===== src/rtl/ecc_log_pkg.sv =====
package ecc_log_pkg;

  localparam int STAT_W = 16;

  localparam int BIT_SBE   = 0;
  localparam int BIT_MBE   = 1;
  localparam int BIT_REFTO = 8;
  localparam int BIT_LOCK  = 9;
  localparam int BIT_THERM = 11;

  localparam logic [STAT_W-1:0] ERR_MASK = 16'h0B03;

  typedef enum logic [1:0] {
    HOLD_NONE = 2'd0,
    HOLD_CE   = 2'd1,
    HOLD_UE   = 2'd2
  } holdClass_e;

  typedef enum logic [2:0] {
    SEL_STATUS = 3'd0,
    SEL_CMD    = 3'd1,
    SEL_ADDR   = 3'd2,
    SEL_EXT    = 3'd3,
    SEL_SYN    = 3'd4
  } regSel_e;

  typedef struct packed {
    logic captureEn;
  } dpStrobes_t;

endpackage


===== src/rtl/ecc_log_ctrl.sv =====
module ecc_log_ctrl
  import ecc_log_pkg::*;
(
  input  logic              clk,
  input  logic              rst_n,
  input  logic [STAT_W-1:0] evtVec,
  input  logic              wrStatus,
  input  logic              wrCmd,
  input  logic [STAT_W-1:0] wrData,
  output logic [STAT_W-1:0] statusQ,
  output logic [STAT_W-1:0] cmdQ,
  output logic              sysErr,
  output dpStrobes_t        strobes
);

  holdClass_e        classQ, classNext, baseClass;
  logic [STAT_W-1:0] clrMask, cleared, nextStatus, keepMask;
  logic              captureNext;

  always_comb begin
    clrMask    = wrStatus ? (wrData & ERR_MASK) : '0;
    cleared    = statusQ & ~clrMask;
    nextStatus = (cleared | evtVec) & ERR_MASK;
    baseClass  = (cleared == '0) ? HOLD_NONE : classQ;
    classNext   = baseClass;
    captureNext = 1'b0;
    if (evtVec[BIT_MBE] && baseClass != HOLD_UE) begin
      classNext   = HOLD_UE;
      captureNext = 1'b1;
    end else if (evtVec[BIT_SBE] && baseClass == HOLD_NONE) begin
      classNext   = HOLD_CE;
      captureNext = 1'b1;
    end
  end

  assign strobes.captureEn = captureNext;

  always_ff @(posedge clk) begin
    if (!rst_n) begin
      statusQ <= '0;
      cmdQ    <= '0;
      classQ  <= HOLD_NONE;
      sysErr  <= 1'b0;
    end else begin
      statusQ <= nextStatus;
      classQ  <= classNext;
      sysErr  <= |(nextStatus & ~statusQ & cmdQ);
      if (wrCmd) cmdQ <= wrData & ERR_MASK;
    end
  end

  assign keepMask = statusQ & ~(wrStatus ? wrData : '0);

  assert_sbe_sets_R2: assert property (@(posedge clk) disable iff (!rst_n)
    evtVec[BIT_SBE] |=> statusQ[BIT_SBE]);

  assert_mbe_sets_R2: assert property (@(posedge clk) disable iff (!rst_n)
    evtVec[BIT_MBE] |=> statusQ[BIT_MBE]);

  assert_sticky_R3: assert property (@(posedge clk) disable iff (!rst_n)
    (keepMask != '0) |=> ((statusQ & $past(keepMask)) == $past(keepMask)));

  assert_pulse_R9: assert property (@(posedge clk) disable iff (!rst_n)
    (|(evtVec & cmdQ & ~statusQ & ERR_MASK)) |=> sysErr);

  assert_no_pulse_R10: assert property (@(posedge clk) disable iff (!rst_n)
    !(|(evtVec & cmdQ)) |=> !sysErr);

  assert_clear_race_R11: assert property (@(posedge clk) disable iff (!rst_n)
    (wrStatus && wrData[BIT_SBE] && evtVec[BIT_SBE]) |=> statusQ[BIT_SBE]);

endmodule


===== src/rtl/ecc_log_dp.sv =====
module ecc_log_dp
  import ecc_log_pkg::*;
#(
  parameter int ADDR_W     = 33,
  parameter int GRAIN_BITS = 7,
  parameter int SYN_W      = 8
) (
  input  logic                       clk,
  input  logic                       rst_n,
  input  dpStrobes_t                 strobes,
  input  logic [ADDR_W-1:GRAIN_BITS] errLineAddr,
  input  logic                       errChan,
  input  logic [SYN_W-1:0]           errSyn,
  input  logic [2:0]                 regSel,
  input  logic [STAT_W-1:0]          statusQ,
  input  logic [STAT_W-1:0]          cmdQ,
  output logic [31:0]                rdData
);

  localparam int EXT_W = ADDR_W - 32;
  localparam int LOW_W = GRAIN_BITS - 1;

  logic [31:GRAIN_BITS] addrQ;
  logic [EXT_W-1:0]     extQ;
  logic                 chanQ;
  logic [SYN_W-1:0]     synQ;

  always_ff @(posedge clk) begin
    if (!rst_n) begin
      addrQ <= '0;
      extQ  <= '0;
      chanQ <= 1'b0;
      synQ  <= '0;
    end else if (strobes.captureEn) begin
      addrQ <= errLineAddr[31:GRAIN_BITS];
      extQ  <= errLineAddr[ADDR_W-1:32];
      chanQ <= errChan;
      synQ  <= errSyn;
    end
  end

  always_comb begin
    rdData = '0;
    case (regSel)
      SEL_STATUS: rdData = {16'h0, statusQ};
      SEL_CMD:    rdData = {16'h0, cmdQ};
      SEL_ADDR:   rdData = {addrQ, {LOW_W{1'b0}}, chanQ};
      SEL_EXT:    rdData = {{(32-EXT_W){1'b0}}, extQ};
      SEL_SYN:    rdData = {{(32-SYN_W){1'b0}}, synQ};
      default:    rdData = '0;
    endcase
  end

  assert_hold_info_R7: assert property (@(posedge clk) disable iff (!rst_n)
    !strobes.captureEn |=> ($stable(addrQ) && $stable(chanQ) && $stable(synQ) && $stable(extQ)));

  assert_capture_R5: assert property (@(posedge clk) disable iff (!rst_n)
    strobes.captureEn |=> (synQ == $past(errSyn)));

endmodule


===== src/rtl/ecc_err_logger.sv =====
module ecc_err_logger
  import ecc_log_pkg::*;
#(
  parameter int ADDR_W     = 33,
  parameter int GRAIN_BITS = 7,
  parameter int SYN_W      = 8
) (
  input  logic                       clk,
  input  logic                       rst_n,
  input  logic                       sbeStrobe,
  input  logic                       mbeStrobe,
  input  logic                       refreshToStrobe,
  input  logic                       lockStrobe,
  input  logic                       thermStrobe,
  input  logic [ADDR_W-1:GRAIN_BITS] errLineAddr,
  input  logic                       errChan,
  input  logic [SYN_W-1:0]           errSyn,
  input  logic [2:0]                 regSel,
  input  logic                       regWrEn,
  input  logic [STAT_W-1:0]          regWrData,
  output logic [31:0]                regRdData,
  output logic                       sysErrPulse
);

  logic [STAT_W-1:0] evtVec, statusQ, cmdQ;
  logic              wrStatus, wrCmd;
  dpStrobes_t        strobes;

  always_comb begin
    evtVec            = '0;
    evtVec[BIT_SBE]   = sbeStrobe;
    evtVec[BIT_MBE]   = mbeStrobe;
    evtVec[BIT_REFTO] = refreshToStrobe;
    evtVec[BIT_LOCK]  = lockStrobe;
    evtVec[BIT_THERM] = thermStrobe;
  end

  assign wrStatus = regWrEn && (regSel == SEL_STATUS);
  assign wrCmd    = regWrEn && (regSel == SEL_CMD);

  ecc_log_ctrl u_ctrl (
    .clk      (clk),
    .rst_n    (rst_n),
    .evtVec   (evtVec),
    .wrStatus (wrStatus),
    .wrCmd    (wrCmd),
    .wrData   (regWrData),
    .statusQ  (statusQ),
    .cmdQ     (cmdQ),
    .sysErr   (sysErrPulse),
    .strobes  (strobes)
  );

  ecc_log_dp #(
    .ADDR_W     (ADDR_W),
    .GRAIN_BITS (GRAIN_BITS),
    .SYN_W      (SYN_W)
  ) u_dp (
    .clk         (clk),
    .rst_n       (rst_n),
    .strobes     (strobes),
    .errLineAddr (errLineAddr),
    .errChan     (errChan),
    .errSyn      (errSyn),
    .regSel      (regSel),
    .statusQ     (statusQ),
    .cmdQ        (cmdQ),
    .rdData      (regRdData)
  );

endmodule


===== config.mk =====
export PLATFORM = sky130hd
export DESIGN_NAME = ecc_err_logger
export DESIGN_NICKNAME = d
export VERILOG_FILES = /design/src/rtl/ecc_log_pkg.sv /design/src/rtl/ecc_log_ctrl.sv /design/src/rtl/ecc_log_dp.sv /design/src/rtl/ecc_err_logger.sv
export SDC_FILE = /design/constraint.sdc
export NUM_CORES = 1
export LEC_CHECK = 0
export BUFFER_PORTS_ARGS = -buffer_cell sky130_fd_sc_hd__clkbuf_2
export CORE_ASPECT_RATIO = 0.7
export CORE_MARGIN = 2
export CORE_UTILIZATION = 45
export CTS_BUF_LIST = sky130_fd_sc_hd__clkbuf_2
export DETAILED_ROUTE_END_ITERATION = 12
export PLACE_DENSITY = 0.73
export RECOVER_POWER = 100
export SLEW_MARGIN = 0
export SYNTH_ARGS = -nofsm -noshare
export SYNTH_HDL_FRONTEND = slang
export SYNTH_HIERARCHICAL = 1
export SYNTH_SLANG_ARGS = --single-unit

===== constraint.sdc =====
create_clock -name clk -period 6.9 [get_ports clk]
set_input_delay 1.38 -clock clk [delete_from_list [all_inputs] [get_ports clk]]
set_output_delay 1.38 -clock clk [all_outputs]
set_load 0.01 [all_outputs]

==> flow_metrics.env, run 1 <==
export IMPL_h_tree_depth=2
export IMPL_root_buffer="clkbuf_2"
export IMPL_skew_ns=0.0119
export IMPL_maxCapViolCount=1
export IMPL_cts_num_sinks=48
export IMPL_violations="max-capacitance violations, max-slew violations"
export IMPL_synth_area_um2=2740
export IMPL_maxSlewHeadroom_pct=-9.29
export IMPL_grtUsageTotal_pct=17.5
export IMPL_arrival_ns=3.87
export IMPL_fin_setup_tns_ns=0
export IMPL_hold_buffers=0
export IMPL_cp_required_ns=5.52
export IMPL_area_growth_pct=13.0
export IMPL_overflow=0
export IMPL_first_pass_iters=4
export IMPL_die_width_um=97.2
export IMPL_avgSynthCellArea_um2=9.28
export IMPL_dieArea_um2=6730
export IMPL_vias=2128
export IMPL_core_um2=5780
export IMPL_dieHeight_um=69.2
export IMPL_rrSetupSlack_ns=3.88
export IMPL_fin_crit_ns=5.25
export IMPL_cts_clk_slew_worst_paths_ns=0.23
export IMPL_p_per_area_nw_per_um2=188
export IMPL_num_rows=23
export IMPL_crit_path_start_kind="input port"
export IMPL_r2r_start="u_ctrl/statusQ[8]"
export IMPL_place_gp_congestion=0.810
export IMPL_p_leak_nw=1.39
export IMPL_antenna_found_initial=0
export IMPL_numCtsBuffers=5
export IMPL_hpwlAfterDp_um=4200
export IMPL_ys_warn_count=6
export IMPL_wl_um=5840
export IMPL_nets=429
export IMPL_portBuffers=83
export IMPL_viasPerCell=4.80
export IMPL_start_util_pct=47.3
export IMPL_drive_above_1_share_pct=21.7
export IMPL_num_fill_cells=579
export IMPL_antenna_cells=0
export IMPL_insertion_delay_ns=0.42
export IMPL_grt_first_pass_wirelength_um=9740
export IMPL_synth_cells=295
export IMPL_cts_buffer_depth=2
export IMPL_dp_cells=435
export IMPL_grt_max_degree=50
export IMPL_wire_per_inst_um=13.2
export IMPL_drt_initial_drc_count=58
export IMPL_setup_violations=0
export IMPL_status="finished, violations left"
export IMPL_ios=95
export IMPL_tightestPinTransition_ns=1.64
export IMPL_finalCritPeriodShare_pct=76.0
export IMPL_setup_worst_path_start="regSel[1]"
export IMPL_final_max_slew_viol_count=50
export IMPL_max_freq_ghz=0.191
export IMPL_ant_nets=0
export IMPL_instances_no_fill=443
export IMPL_grt_pass1_vias=2057
export IMPL_postCtsSetupBuffers=0
export IMPL_worstHoldPathType="flip-flop to flip-flop"
export IMPL_cts_repair_resized=0
export IMPL_rsz0062_at_grt="false"
export IMPL_worstSetupPathType="input port to primary output"
export IMPL_multiInputGateArea_um2=1550
export IMPL_min_from="u_ctrl/classQ[0]"
export IMPL_regArea_um2=961
export IMPL_cp_end_kind="primary output"
export IMPL_ir_drop_mv=0.109
export IMPL_cts_tree="done"
export IMPL_post_route_drc_count=0
export IMPL_cp_max_fo=24
export IMPL_hold_viol=0
## cell usage in the layout, fill, tap and decap left out, types with 2 or more instances in the layout
master    instances
o31ai_1           2
nor2b_1          48
or2_0             8
and2_0           15
a21boi_1          2
and3_1            2
a21oi_1          21
inv_1             3
dfxtp_1          48
mux2i_1          56
inv_2             2
clkbuf_2         70
or2_1             6
nand2_1          19
a31oi_1           3
conb_1           22
clkbuf_1         19
nor4bb_1          2
## path summary, 6_finish.rpt
check	to	cells past startpoint
setup / recovery	regRdData[21]	4
hold / removal	u_ctrl/classQ[0]	2
setup reg to reg	u_dp/addrQ[27]	7
hold reg to reg	u_ctrl/classQ[0]	2
## sequential cells by signal (all words and copies together), names as in the netlist
register        count
u_dp/synQ           8
u_dp/addrQ         25
u_dp/extQ           1
u_ctrl/sysErr       1
u_ctrl/statusQ      5
u_ctrl/cmdQ         5
u_ctrl/classQ       2
u_dp/chanQ          1
## critical path: stages
cell,delay [ns]
clkbuf_1,0.92
nor3b_1,1.16
and2_1,0.26
clkbuf_2,0.13
## metrics by stage
stage               util [%]  instance area [um2]  setup WS [ns]  power (mW)  hold slack [ns]
floorplan                  -                 2820           3.44       0.410            0.467
global placement        53.0                 3070           2.53       0.434            0.481
detailed placement      53.0                 3070           2.51       0.438            0.482
CTS                     54.1                 3130           2.55       0.592            0.513
global route            53.5                 3090           1.31       0.614            0.535
finish                  53.5                 3090           1.65       0.583            0.508
## where the power goes
part | total, mW | internal [mW] | switching, mW | leakage (nW)
clock | 0.152 | 0.0623 | 0.0901 | 0.0430
combinational | 0.120 | 0.0582 | 0.0614 | 0.948
sequential | 0.311 | 0.299 | 0.0121 | 0.396
total | 0.583 | 0.419 | 0.164 | 1.39
## layer usage
metal	global-route usage [%]	wire [um]
met3	3.63	298
met4	4.38	48
met5	0	0
met1	23.6	2800
met2	28.9	2700
## final cells by class
type / instances / area share [%]
multi-input cells: 223 / 50.3
flip-flops and latches: 48 / 31.1
repair buffers: 84 / 12.9
well taps: 75 / 3.04
clock inverters: 2 / 1.13
clock buffers: 6 / 0.971
inverters: 5 / 0.607
Note: power is estimated with default switching activity, not from simulation.
==> inputs of run 2 (changes only) <==
--- a/config.mk
+++ b/config.mk
@@ -11,7 +11,7 @@
 export CORE_UTILIZATION = 45
 export CTS_BUF_LIST = sky130_fd_sc_hd__clkbuf_2
 export DETAILED_ROUTE_END_ITERATION = 12
-export PLACE_DENSITY = 0.73
+export PLACE_DENSITY = 0.76
 export RECOVER_POWER = 100
 export SLEW_MARGIN = 0
 export SYNTH_ARGS = -nofsm -noshare
==> constraint.sdc (replaced) <==
create_clock -name clk -period 4.5 [get_ports clk]
set_input_delay 0.9 -clock clk [delete_from_list [all_inputs] [get_ports clk]]
set_output_delay 0.9 -clock clk [all_outputs]
set_load 0.01 [all_outputs]
==> flow_metrics.env, run 2 (same netlist as run 1, synthesis figures left out) <==
export IMPL_largest_register="u_dp/addrQ"
export IMPL_hold_viol=0
export IMPL_overflow=0
export IMPL_total_power_mw=0.830
export IMPL_tightestPinTransition_ns=1.65
export IMPL_hpwlAfterDp_um=4020
export IMPL_layout_commonest_cell="clkbuf_2"
export IMPL_violations="max-capacitance violations, max-slew violations"
export IMPL_combPwrFrac_pct=22.7
export IMPL_insertion_delay_ns=0.38
export IMPL_holdPathStages=2
export IMPL_rsz0062_at_grt="false"
export IMPL_nets=431
export IMPL_largestRegisters="u_dp/addrQ: 25 flops, u_dp/synQ: 8 flops"
export IMPL_pwr_share_clk_pct=20.0
export IMPL_setup_worst_path_start="regSel[0]"
export IMPL_largest_reg_flops=25
export IMPL_maxCapViolCount=1
export IMPL_max_freq_ghz=0.277
export IMPL_skew_ns=0.0107
export IMPL_fin_setup_tns_ns=0
export IMPL_rrSetupSlack_ns=2.10
export IMPL_wire_per_inst_um=12.8
export IMPL_maxSlewHeadroom_pct=-10.0
export IMPL_arrival_ns=3.91
export IMPL_intPower_mw=0.588
export IMPL_final_max_slew_viol_count=50
export IMPL_ant_nets=0
export IMPL_power_frac_seq_pct=57.3
export IMPL_finalCritPeriodShare_pct=80.2
export IMPL_cp_end_kind="flip-flop"
export IMPL_dieArea_um2=6730
export IMPL_cts_repair_resized=0
export IMPL_portBuffers=83
export IMPL_p_switching_mw=0.243
export IMPL_timing_rr_end="u_dp/addrQ[19]"
export IMPL_fin_crit_ns=3.61
export IMPL_cts_num_sinks=48
export IMPL_post_route_drc_count=0
export IMPL_crit_path_start_kind="input port"
export IMPL_ios=95
export IMPL_r2r_start="u_ctrl/statusQ[8]"
export IMPL_start_util_pct=47.3
export IMPL_worstHoldPathType="flip-flop to flip-flop"
export IMPL_cts_clk_slew_worst_paths_ns=0.22
export IMPL_h_tree_depth=2
export IMPL_numCtsBuffers=5
export IMPL_num_rows=23
export IMPL_dieHeight_um=69.2
export IMPL_area_growth_pct=13.3
export IMPL_cp_max_fo=26
export IMPL_drive_above_1_share_pct=23.0
export IMPL_viasPerCell=4.78
export IMPL_grt_pass1_vias=2069
export IMPL_vias=2124
export IMPL_final_cell_mix="clkbuf_2, mux2i_1, nor2b_1, dfxtp_1, conb_1"
export IMPL_cts_tree="done"
export IMPL_antenna_found_initial=0
export IMPL_first_pass_iters=4
export IMPL_core_um2=5780
export IMPL_cts_buffer_depth=2
export IMPL_place_gp_congestion=0.806
export IMPL_cp_required_ns=4.80
export IMPL_min_from="u_ctrl/classQ[1]"
export IMPL_switching_share_pct=29.2
export IMPL_status="finished, violations left"
export IMPL_root_buffer="clkbuf_2"
export IMPL_hold_buffers=0
export IMPL_wl_um=5670
export IMPL_hold_end="u_ctrl/classQ[1]"
export IMPL_antenna_cells=0
export IMPL_die_width_um=97.2
export IMPL_worstSetupPathType="input port to flip-flop"
export IMPL_grt_max_degree=50
export IMPL_postCtsSetupBuffers=0
export IMPL_grtUsageTotal_pct=17.0
export IMPL_p_leak_nw=1.39
export IMPL_grt_first_pass_wirelength_um=9510
export IMPL_p_per_area_nw_per_um2=268
export IMPL_reg2regPathDepth=7
export IMPL_ir_drop_mv=0.128
export IMPL_final_core_util_pct=53.6
export IMPL_drt_initial_drc_count=168
export IMPL_setup_violations=0
-- run 2: cell count changes in the layout (fill, tap and decap cells not counted), sizes merged --
| cell | previous run | this run |
|---|---|---|
| bufinv | 1 | 0 |
| buf | 1 | 3 |
-- run 2: critical path, cell delays in order --
cell and delay (ns):
clkbuf_1 0.37, nor4b_1 1.05, a21oi_2 0.13, o311ai_0 0.36
o221a_2 0.51, buf_12 0.26, mux2i_1 0.22, nor2b_1 0.06
-- run 2: metrics by stage --
step	instance area [um2]	hold WS [ns]	cells	worst slack, ns
after floorplan	2820	0.467	316	1.79
after global placement	3090	0.480	437	0.985
after detailed placement	3090	0.492	437	0.984
after CTS	3130	0.516	444	1.20
after global routing	3100	0.542	444	0.564
final	3100	0.517	444	0.889
-- run 2: final cells by class --
cell class	count	area [um2]
Fill cell	568	2690
Timing Repair Buffer	86	428
Tap cell	75	93.8
Inverter	5	18.8
Multi-Input combinational cell	223	1560
Sequential cell	48	961
Clock buffer	6	30.0
Clock inverter	1	5.00
-- run 2: routing by layer --
| metal | track usage (%) | vias up | wire [um] |
|---|---|---|---|
| li1 | - | 1095 | - |
| met1 | 22.6 | 979 | 2750 |
| met2 | 28.5 | 46 | 2600 |
| met3 | 3.53 | 4 | 275 |
| met4 | 4.23 | 0 | 46 |
| met5 | 0 | - | 0 |
-- run 2: worst max-delay path by stage --
| stage | end | slack, ns | cells after the start |
|---|---|---|---|
| after floorplan | u_dp/addrQ[10] | 1.79 | 8 |
| after global placement | u_dp/addrQ[19] | 0.99 | 8 |
| after detailed placement | u_dp/addrQ[19] | 0.98 | 8 |
| after CTS | regRdData[19] | 1.20 | 5 |
| after global routing | u_dp/addrQ[28] | 0.56 | 8 |
| final | u_dp/addrQ[19] | 0.89 | 8 |
-- run 2: power by group through the flow --
| stage | Combinational, mW | Sequential, mW | Clock (mW) |
|---|---|---|---|
| floorplan | 0.150 | 0.479 | 0 |
| global placement | 0.187 | 0.483 | 0 |
| detailed placement | 0.191 | 0.484 | 0 |
| CTS | 0.191 | 0.476 | 0.175 |
| global route | 0.208 | 0.480 | 0.188 |
| finish | 0.188 | 0.476 | 0.166 |
